File: config.mk
export PLATFORM = sky130hd
export DESIGN_NAME = burst_seq
export DESIGN_NICKNAME = d
export VERILOG_FILES = /design/src/rtl/burst_seq_pkg.sv /design/src/rtl/burst_beat_ctr.sv /design/src/rtl/burst_low_gen.sv /design/src/rtl/burst_seq.sv
export SDC_FILE = /design/constraint.sdc
export NUM_CORES = 1
export LEC_CHECK = 0
export BUFFER_PORTS_ARGS = -buffer_cell sky130_fd_sc_hd__buf_2
export CORE_AREA = 2 2 43 64
export DETAILED_ROUTE_END_ITERATION = 10
export DIE_AREA = 0 0 45 66
export GPL_TIMING_DRIVEN = 1
export HOLD_SLACK_MARGIN = 0.15
export PLACE_DENSITY_LB_ADDON = 0.15
export SLEW_MARGIN = 25
export SYNTH_ARGS = -nofsm -noshare
export SYNTH_HDL_FRONTEND = slang
export SYNTH_SLANG_ARGS = --single-unit
File: constraint.sdc
create_clock -name clk_i -period 1 [get_ports clk_i]
set_input_delay 0.05 -clock clk_i [delete_from_list [all_inputs] [get_ports clk_i]]
set_output_delay 0.05 -clock clk_i [all_outputs]
set_load 0.01 [all_outputs]
File: src/rtl/burst_seq_pkg.sv
package burst_seq_pkg;
  typedef enum logic {
    ORD_INTLV  = 1'b0,
    ORD_LINEAR = 1'b1
  } burst_order_e;
endpackage

File: src/rtl/burst_beat_ctr.sv
module burst_beat_ctr #(
  parameter int BEAT_W = 2
) (
  input  logic              clk_i,
  input  logic              rst_ni,
  input  logic              clr_i,
  input  logic              inc_i,
  output logic [BEAT_W-1:0] cnt_o
);
  logic [BEAT_W-1:0] cnt_q;

  always_ff @(posedge clk_i or negedge rst_ni) begin
    if (!rst_ni)    cnt_q <= '0;
    else if (clr_i) cnt_q <= '0;
    else if (inc_i) cnt_q <= cnt_q + 1'b1;
  end

  assign cnt_o = cnt_q;

  p_wrap_r5: assert property (@(posedge clk_i) disable iff (!rst_ni)
    (inc_i && !clr_i && cnt_o == {BEAT_W{1'b1}}) |=> cnt_o == '0);
  p_clear_wins_r10: assert property (@(posedge clk_i) disable iff (!rst_ni)
    clr_i |=> cnt_o == '0);
endmodule

File: src/rtl/burst_low_gen.sv
module burst_low_gen
  import burst_seq_pkg::*;
#(
  parameter int BEAT_W = 2
) (
  input  burst_order_e      order_i,
  input  logic [BEAT_W-1:0] base_lo_i,
  input  logic [BEAT_W-1:0] beat_i,
  output logic [BEAT_W-1:0] low_o
);
  always_comb begin
    unique case (order_i)
      ORD_LINEAR: low_o = base_lo_i + beat_i;
      default:    low_o = base_lo_i ^ beat_i;
    endcase
  end

  // beat 0 is the base in either ordering
  always_comb begin
    assert (beat_i != '0 || low_o == base_lo_i);
  end
endmodule

File: src/rtl/burst_seq.sv
module burst_seq
  import burst_seq_pkg::*;
#(
  parameter int ADDR_W = 20,
  parameter int BEATS  = 4
) (
  input  logic                      clk_i,
  input  logic                      rst_ni,
  input  logic                      load_i,
  input  logic                      adv_i,
  input  logic                      mode_i,
  input  logic [ADDR_W-1:0]         addr_i,
  output logic [ADDR_W-1:0]         addr_o,
  output logic [$clog2(BEATS)-1:0]  beat_o
);
  localparam int BEAT_W = $clog2(BEATS);

  logic [ADDR_W-1:0] base_q;
  burst_order_e      order_q;
  logic [BEAT_W-1:0] beat;
  logic [BEAT_W-1:0] low;

  always_ff @(posedge clk_i or negedge rst_ni) begin
    if (!rst_ni) begin
      base_q  <= '0;
      order_q <= ORD_INTLV;
    end else if (load_i) begin
      base_q  <= addr_i;
      order_q <= burst_order_e'(mode_i);
    end
  end

  burst_beat_ctr #(.BEAT_W(BEAT_W)) ctr_i (
    .clk_i (clk_i),
    .rst_ni(rst_ni),
    .clr_i (load_i),
    .inc_i (adv_i),
    .cnt_o (beat)
  );

  burst_low_gen #(.BEAT_W(BEAT_W)) gen_i (
    .order_i  (order_q),
    .base_lo_i(base_q[BEAT_W-1:0]),
    .beat_i   (beat),
    .low_o    (low)
  );

  assign addr_o = {base_q[ADDR_W-1:BEAT_W], low};
  assign beat_o = beat;

  p_load_r2: assert property (@(posedge clk_i) disable iff (!rst_ni)
    load_i |=> (addr_o == $past(addr_i) && beat_o == '0));
  p_upper_hold_r6: assert property (@(posedge clk_i) disable iff (!rst_ni)
    !load_i |=> $stable(addr_o[ADDR_W-1:BEAT_W]));
  p_idle_hold_r9: assert property (@(posedge clk_i) disable iff (!rst_ni)
    (!load_i && !adv_i) |=> ($stable(addr_o) && $stable(beat_o)));
  p_step_r5: assert property (@(posedge clk_i) disable iff (!rst_ni)
    (!load_i && adv_i) |=> beat_o == BEAT_W'($past(beat_o) + 1'b1));
  p_mode_latched_r7: assert property (@(posedge clk_i) disable iff (!rst_ni)
    !load_i |=> $stable(order_q));
endmodule

# After elaboration in Yosys (flattened, before gate mapping)
# Index checks and enable logic that the tools add are counted.
[word_totals] register_bits=23 in_bits=25 output_inout_bits=22
[op_classes] addsub=2 mux=3 n_bitwise=1 reduce_logical=1
[ops] cell="2-to-1 mux 2 bit" count=3
[ops] cell="adder 2 x 1 -> 2 bit, second input constant" count=1
[ops] cell="adder 2 bit" count=1
[ops] cell="nonzero test 2 bit" count=1
[ops] cell="XOR 2 bit" count=1

# Depth between registers and ports, before layout
# Gate-level depths: netlist (run 1).
[logic_depth] word_depth=3 mapped_depth=3 depth_no_buf=3

# By module
# A second synthesis (run 1) with hierarchy kept.
[hier_totals] hier_cells=73 area_unflattened_um2=1117.3
[by_module_without_submodules] mod="burst_seq" instances=1 cells_each=62 area_per_inst_um2=994.7 seq_area_each_um2=525.5
[by_module_without_submodules] mod="burst_beat_ctr" instances=1 cells_each=7 area_per_inst_um2=88.8 seq_area_each_um2=50.0
[by_module_without_submodules] mod="burst_low_gen" instances=1 cells_each=4 area_per_inst_um2=33.8 seq_area_each_um2=0.0

# Worst setup path before layout (run 1)
# OpenSTA, ideal clock, no wires.
[synth_timing] kind="reg2out" startpoint="register ctr_i.cnt_q[0] (netlist: ctr_i.cnt_o[0])" endpoint="output port addr_o[1]" arrival_time_ns=0.885 t_required_ns=0.950 setup_slack_ns=0.065 path_stages_with_launch=4 path_buffers=0 cell_sequence="dfrtp_1 -> ha_1 -> nand2_1 -> xnor2_1"
[synth_via] elab_chain_cells=2
[synth_rtl] item="from (decl)" line="burst_beat_ctr.sv:10" rtl="logic [BEAT_W-1:0] cnt_q;"
[synth_rtl] item="from (signal assigned)" line="burst_beat_ctr.sv:15" rtl="else if (inc_i) cnt_q <= cnt_q + 1'b1;"
[synth_rtl] item="adder 2 bit" line="burst_low_gen.sv:13" rtl="ORD_LINEAR: low_o = base_lo_i + beat_i;"
[synth_rtl] item="2-to-1 mux 2 bit" line="burst_low_gen.sv:12" rtl="unique case (order_i)"
[synth_rtl] item="to (decl)" line="burst_seq.sv:13" rtl="output logic [ADDR_W-1:0] addr_o,"
# No other way between the ends.

# Worst setup path after layout (run 1)
[layout_timing] startpoint="register base_q[0]" endpoint="output port addr_o[1]"
[layout_via] elab_chain_cells=2
[layout_rtl] item="from (decl)" line="burst_seq.sv:18" rtl="logic [ADDR_W-1:0] base_q;"
[layout_rtl] item="from (signal assigned)" line="burst_seq.sv:28" rtl="base_q <= addr_i;"
[layout_rtl] item="adder 2 bit" line="burst_low_gen.sv:13"
[layout_rtl] item="2-to-1 mux 2 bit" line="burst_low_gen.sv:12"
# No other way between the ends.

==> run summary, run 1 <==
Total number of vias: 709. Transition time at the pin with the least slew margin: 0.5051 ns. Static timing analysis puts the maximum clock frequency at 799.5 MHz. For this run the aggregate overflow at the end of global routing stands at 0. The footprint of the multi-input gates came out at 320.3 sq um. The combined buffer and inverter count along the critical path works out to 1. For the die area, the log shows 2970 sq um. Predominant post-synthesis flop cell: dfrtp_1. The first detailed-routing pass ran for 3 iterations.

The logs give 15 for the first-iteration detailed-routing DRC count and 73 for the post-synthesis instance total. The most frequent cell after synthesis is dfrtp_1. Post-route worst hold slack: 0.1939 ns.

The first global-routing pass estimated 3056 um of wire. The number of top-level pins was 47; the layout net count was 159. The placement row count is 22, and the initial antenna violation count is 0. During placement, the flow inserted port buffers numbering 46. In the synthesized netlist, the cells that appear most often are dfrtp_1 (23), mux2_2 (21), buf_4 (18). The later pin in the worst-skew pair is clocked with a latency of 0.31 ns. The count of final max-slew check failures was 0; the x dimension of the die was 45 um. The wire length after detailed routing was 1841 um; the maximum level of the CTS H-tree was 1.

The count of placed standard cells including taps is 125, and the fraction of layout instances using a drive strength above 1 is 0.5985. The clock-pin slew on the worst setup and hold paths was 0.12 ns. The synthesized design contains 0 enable-type register cells. Antenna diode instance count: 0. The sequential cells in the finished layout cover a total of 575.6 sq um. In this run, CTS created clock tree buffers numbering 3. The maximum single-stage delay on the critical path works out to 0.43 ns.

In this run the worst path has a maximum fanout of 2. The core region is 2422 sq um. Setup violations remaining at the end of the flow were counted as 5. The share of the clock period used by the worst path came out at 1.251. Final critical-path setup slack: -0.2508 ns.

The number of standard cells in the layout, taps in and fillers out was 156; the number of clock sinks seen by CTS was 23. The kind of cell adding the most delay to the critical path was flip-flops. Power spread over the standard cell area amounts to 1319 nW/um^2.

Counting flops and latches in the post-synthesis netlist gives 23. The relative slew slack was 0.6633. The area share of the largest cell type after synthesis is 0.5542. At the worst endpoint, the arrival time is 1.20 ns. The proportion of synthesized flip-flops having asynchronous set or reset was 1.000; the final weighted congestion of routability-driven global placement was 0.6314. The cell sitting at the root of the clock tree is a clkbuf_4. The largest net degree at the start of global routing is 24, and the fill cell instance count of the final layout is 207. For this run, design rule violations remaining after detail routing come to 0. Sorting the synthesized cells by area gives the leading types as dfrtp_1 (55%), mux2_2 (23%), buf_4 (13%).

The worst setup path is captured at a primary output. The post-synth net total came out at 99. In this run the vertical extent of the chip is 66 um. The effective utilization at floorplan was 0.4287; the Yosys warning count was 0.

TritonCTS built the clock tree. For the portion of the post-synthesis area used by sequential elements, the log shows 0.5542. The flow ran to the end, but the final reports show violations. Top cell type by total area after synthesis: dfrtp_1. Dividing the detail-routed wire length by the instance count gives 11.80 um. The kind of critical path is reg -> out. For the final database, setup skew stands at 0.002098 ns.

The tools report the number of global-route vias before repair as 765. The tools report the number of different library cells in the post-synthesis netlist as 12. For the finished layout, the period the worst path requires is 1.251 ns.

The slowest cell on the critical path is dfrtp_1. The standby leakage power came out at 0.7186 nW. Relative to the synthesized area, the layout overhead comes to 44.10%. The tools report the maximum number of buffers from clock root to sink as 2. The critical path goes through ha_4 -> nand2_2 -> xnor2_1 -> buf_2. Timing analysis after detailed placement gives a worst setup slack of 0.08320 ns.

Final hold violation count: 0. The mapped netlist covers 1038 sq um. Once detail routing completed, the nets flagged for antenna violations numbered 0. The final reports fail on negative setup slack.

Average via count per standard cell: 4.545. Setup repair after global routing could not meet its margin everywhere. After synthesis, the mean cell area works out to 14.23 sq um.

The kind of path behind the tightest hold check was in -> reg. The combined global-route utilization of all metal layers is 0.1416, and the count of max-cap constraint violations is 0. For the largest vdd supply drop, the log shows 1.085 mV. At the worst endpoint, the required time is 0.95 ns.

The worst setup path is launched from a register.
-- worst paths after layout --
kind                                             start  slack (ns)                endpoint  cells past startpoint
max in group asynchronous                       rst_ni        0.43   base_q[6]$_DFFE_PN0P_                      2
worst max register to register   base_q[0]$_DFFE_PN0P_       -0.03   base_q[0]$_DFFE_PN0P_                      3
worst max-delay path             base_q[0]$_DFFE_PN0P_       -0.25               addr_o[1]                      4
min in group asynchronous                       rst_ni        0.23   base_q[4]$_DFFE_PN0P_                      2
worst min-delay path                            load_i        0.19  base_q[10]$_DFFE_PN0P_                      3
worst min register to register  base_q[10]$_DFFE_PN0P_        0.51  base_q[10]$_DFFE_PN0P_                      1
-- placed cells by master, fill, tap and decap left out --
cell type / Yosys / final
a21oi_1: 1 / 1
nand2_2: 0 / 1
ha_4: 0 / 1
nor2_1: 1 / 1
dfrtp_1: 23 / 23
buf_12: 0 / 1
buf_4: 18 / 3
clkbuf_4: 0 / 3
nand3b_1: 1 / 1
buf_2: 0 / 43
xor2_1: 1 / 1
buf_6: 2 / 4
a21bo_2: 1 / 1
mux2_2: 21 / 21
xnor2_1: 2 / 2
dlygate4sd3_1: 0 / 24
clkinv_2: 0 / 1
-- state kept, by name (all words and copies together), names as in the netlist --
name         cells
order_q          1
base_q          20
ctr_i.cnt_o      2
-- worst register-to-register path: cells and delay by family, from the launching register on --
| kind | cells | cell delay [ns] |
|---|---|---|
| flip-flops | 1 | 0.43 |
| buffers and inverters | 2 | 0.25 |
| multiplexers | 1 | 0.25 |
-- metrics by stage --
stage	total power [W]	instance area, sq um	TNS (ns)	util
after CTS	0.001992	1473	-0.5434	0.6080
after floorplan	0.001376	1039	0	-
after global placement	0.001452	1169	0	0.4824
final	0.001973	1496	-0.5138	0.6178
after detailed placement	0.001465	1169	0	0.4824
after global routing	0.002094	1496	-0.7591	0.6178
-- routing by layer --
layer	routed length [um]	GRT usage	part of all wire
met1	669	0.1327	0.36
met2	981	0.2625	0.53
met3	140	0.02732	0.076
met4	50	0.08824	0.027
met5	0	0	0
-- kinds of logic (layout without fill, tap and decap cells) --
group | count (synthesis) | in the layout | share of synthesized area
flops | 23 | 23 | 0.5542
mux | 21 | 21 | 0.2277
buf+inv | 20 | 79 | 0.1518
xor+xnor | 3 | 3 | 0.02531
simple gates | 3 | 3 | 0.01445
compound gates | 2 | 2 | 0.01445
fa+ha+maj | 1 | 1 | 0.01205
-- timing repair --
action / in CTS / in global routing
resized for setup: 5 / 2
pin swaps: 1 / 0
hold endpoints to repair: 46 / 0
hold buffers: 24 / 0
buffers inserted: 2 / 2
endpoints found under the setup margin: 3 / 4
-- report_power, final --
| group | internal (W) | leakage (nW) | switching (W) |
|---|---|---|---|
| registers | 0.00102 | 0.272 | 0.0000479 |
| logic | 0.000304 | 0.429 | 0.000187 |
| clock network | 0.000149 | 0.0177 | 0.000263 |
-- area by class of cell --
cell class	count	share of cell area
multi-input combinational	30	0.2140
tap	24	0.02007
clock inverter	1	0.003344
sequential	23	0.3846
clock buffer	3	0.01505
timing repair buffer	75	0.3629
(Power assumes the default switching activity.)
==> run 2: changes to the inputs <==
--- a/config.mk
+++ b/config.mk
@@ -11,7 +11,7 @@
 export DIE_AREA = 0 0 45 66
 export GPL_TIMING_DRIVEN = 1
 export HOLD_SLACK_MARGIN = 0.15
-export PLACE_DENSITY_LB_ADDON = 0.15
+export PLACE_DENSITY = 0.74
 export SLEW_MARGIN = 25
 export SYNTH_ARGS = -nofsm -noshare
 export SYNTH_HDL_FRONTEND = slang
==> run 2 against run 1 <==
Net effect:
- the flow still finishes with violations (negative setup slack)
- register-to-register slack improved by 0.09 ns
- clock power is 1% lower
- hold slack better by 0.0093 ns
==> run summary, run 2 (synthesized netlist as in run 1, its figures left out) <==
The worst hold path belongs to the class in -> reg. The tool flagged a number of max-cap violations equal to 0. Arrival time of data at the critical path endpoint: 1.20 ns. The worst setup path is launched from a register.

For the pin with the worst max-slew slack, the measured transition is 0.5101 ns. The time the final worst path needs with I/O delays and setup was 1.253 ns; the antenna diode instance count was 0. The worst setup path is of the reg -> out kind.

The tools report the combined global-route utilization of all metal layers as 0.1387. The signal on the critical path passes through ha_4 -> nand2_2 -> xnor2_2 -> buf_2. The design draws 0.001968 W.

The final cell utilization of the core is 0.6147. Clock skew on the completed layout was measured at 0.001505 ns. The x dimension of the die was 45 um. The vertical die dimension is 66 um, and the placement row count is 22. Clock latency on the worst-skew pair, taken at its later pin, is 0.30 ns. The slowest stage of the critical path belongs to the cell dfrtp_1.

The wire length after detailed routing was 1871 um. Count of buffers from port buffering: 46. After routing, the total negative slack on setup checks comes to -0.4946 ns. Setup repair after global routing could not meet its margin everywhere. First-iteration detailed-routing DRC count: 2.

Setup violations remaining at the end of the flow were counted as 4. The flow ran to the end, but the final reports show violations. The maximum number of buffers from clock root to sink was 2; the final weighted congestion of routability-driven global placement was 0.6352.

The clock-pin slew on the worst setup and hold paths is 0.11 ns, and the largest net degree at the start of global routing is 24. The first-pass GRT wire length is 2973 um. Before CTS, the worst setup slack after placement is 0.04112 ns. The final critical-path setup slack was -0.2526 ns; the average detailed-routed wire length per instance was 12.15 um. The share of the clock period used by the worst path was 1.253. The top register by number of flip-flops was base_q. The combined buffer and inverter count along the critical path is 1. The first detailed-routing pass ran for 4 iterations. For the worst setup path, the data required time is 0.95 ns. The TritonCTS buffer count is 3, and the layout overhead on the synthesized area is 43.37%.

The maximum level of the CTS H-tree is 1. Counting the fill cells in the layout gives 189. The number of global-route vias before repair was 736; the average via count per standard cell was 4.532. The fraction of layout instances using a drive strength above 1 came out at 0.6000. The largest single stage delay on the critical path is 0.43 ns. The maximum net fanout on the critical path was 2; the placeable core region was 2422 sq um. The layout net count is 157. Summing over every cut layer, the via total after detailed routing is 698. The initial antenna violation count was 0. The analysis attributes to cell leakage a power of 0.7135 nW. The tools report the root buffer selected by CTS as clkbuf_4.

The flip-flop count of the largest register, all copies and words added was 20. The count of final max-slew check failures is 0. Counting every sink on the clock net gives 23. Grouping stages by cell kind, the critical path spends the most delay in flip-flops. The top cell types in the final layout, fill and taps aside, are buf_2 (44), dlygate4sd3_1 (24), dfrtp_1 (23), mux2_2 (21). The final instance area was 1489 sq um; the final hold violation count was 0. The power per cell area is 1322 nW/um^2, and the sum of overflow across all layers after global routing is 0. TritonCTS built the clock tree. After detailed placement, the total cell area comes to 1169 sq um. The floorplan step defined a die boundary enclosing 2970 sq um. The most common library cell in the layout ignoring fill and taps was buf_2.

The relative slew slack is 0.6600, and the number of top-level pins is 47. Based on the critical path, the design can be clocked at up to 798.3 MHz. For the effective utilization at floorplan, the log shows 0.4287.

After detailed routing, the number of remaining DRC violations is 0. The detail route stage leaves a number of antenna-violating nets equal to 0. The worst-case IR drop observed on VDD is 0.9348 mV. The final reports fail on negative setup slack. The worst setup path is captured at a primary output.
==> run 2: final timing paths <==
check	from	end	slack, ns	cells after the start
max in group asynchronous	rst_ni	base_q[10]$_DFFE_PN0P_	0.43	2
min in group asynchronous	rst_ni	base_q[11]$_DFFE_PN0P_	0.23	2
worst max-delay path	ctr_i.cnt_o[0]$_DFFE_PN0P_	addr_o[1]	-0.25	4
worst min register to register	base_q[12]$_DFFE_PN0P_	base_q[12]$_DFFE_PN0P_	0.51	1
worst max register to register	ctr_i.cnt_o[0]$_DFFE_PN0P_	ctr_i.cnt_o[1]$_DFFE_PN0P_	0.06	3
worst min-delay path	load_i	base_q[14]$_DFFE_PN0P_	0.20	3
==> run 2: layout make-up <==
| class | instances | area, sq um | area share |
|---|---|---|---|
| flip-flops and latches | 23 | 575.6 | 0.3866 |
| clock buffers | 4 | 26.28 | 0.01765 |
| well taps | 24 | 30.03 | 0.02017 |
| repair buffers | 73 | 521.8 | 0.3504 |
| multi-input cells | 30 | 335.3 | 0.2252 |
==> run 2: worst register-to-register path, stage by stage (launching register included) <==
cell and delay, ns:
dfrtp_1 0.43, buf_6 0.14, a21bo_2 0.18, a21oi_1 0.11
==> run 2: per-layer routing <==
metal | part of all wire | GRT usage | vias up
met5 | 0 | 0 | -
met4 | 0.0075 | 0.06618 | 0
met3 | 0.064 | 0.02186 | 2
met2 | 0.55 | 0.2536 | 29
met1 | 0.37 | 0.1464 | 326
li1 | - | - | 341
==> run 2: per-stage QoR <==
step	hold WS (ns)	std cells
global placement	0.03777	125
detailed placement	0.04657	125
floorplan	-0.2456	73
finish	0.2032	154
CTS	0.1984	153
global route	0.2120	154
==> run 2: timing repair <==
item,4_1_cts,5_1_grt
endpoints found under the hold margin,46,0
gates resized for setup,4,4
setup buffers,1,2
hold buffers,24,0
pin swaps,2,4
setup endpoints to repair,3,3
==> run 2: power by group <==
| part | total [W] | switching [W] | internal, W |
|---|---|---|---|
| Combinational | 0.000489 | 0.000190 | 0.000299 |
| Sequential | 0.00107 | 0.0000508 | 0.00102 |
| Clock | 0.000407 | 0.000252 | 0.000155 |
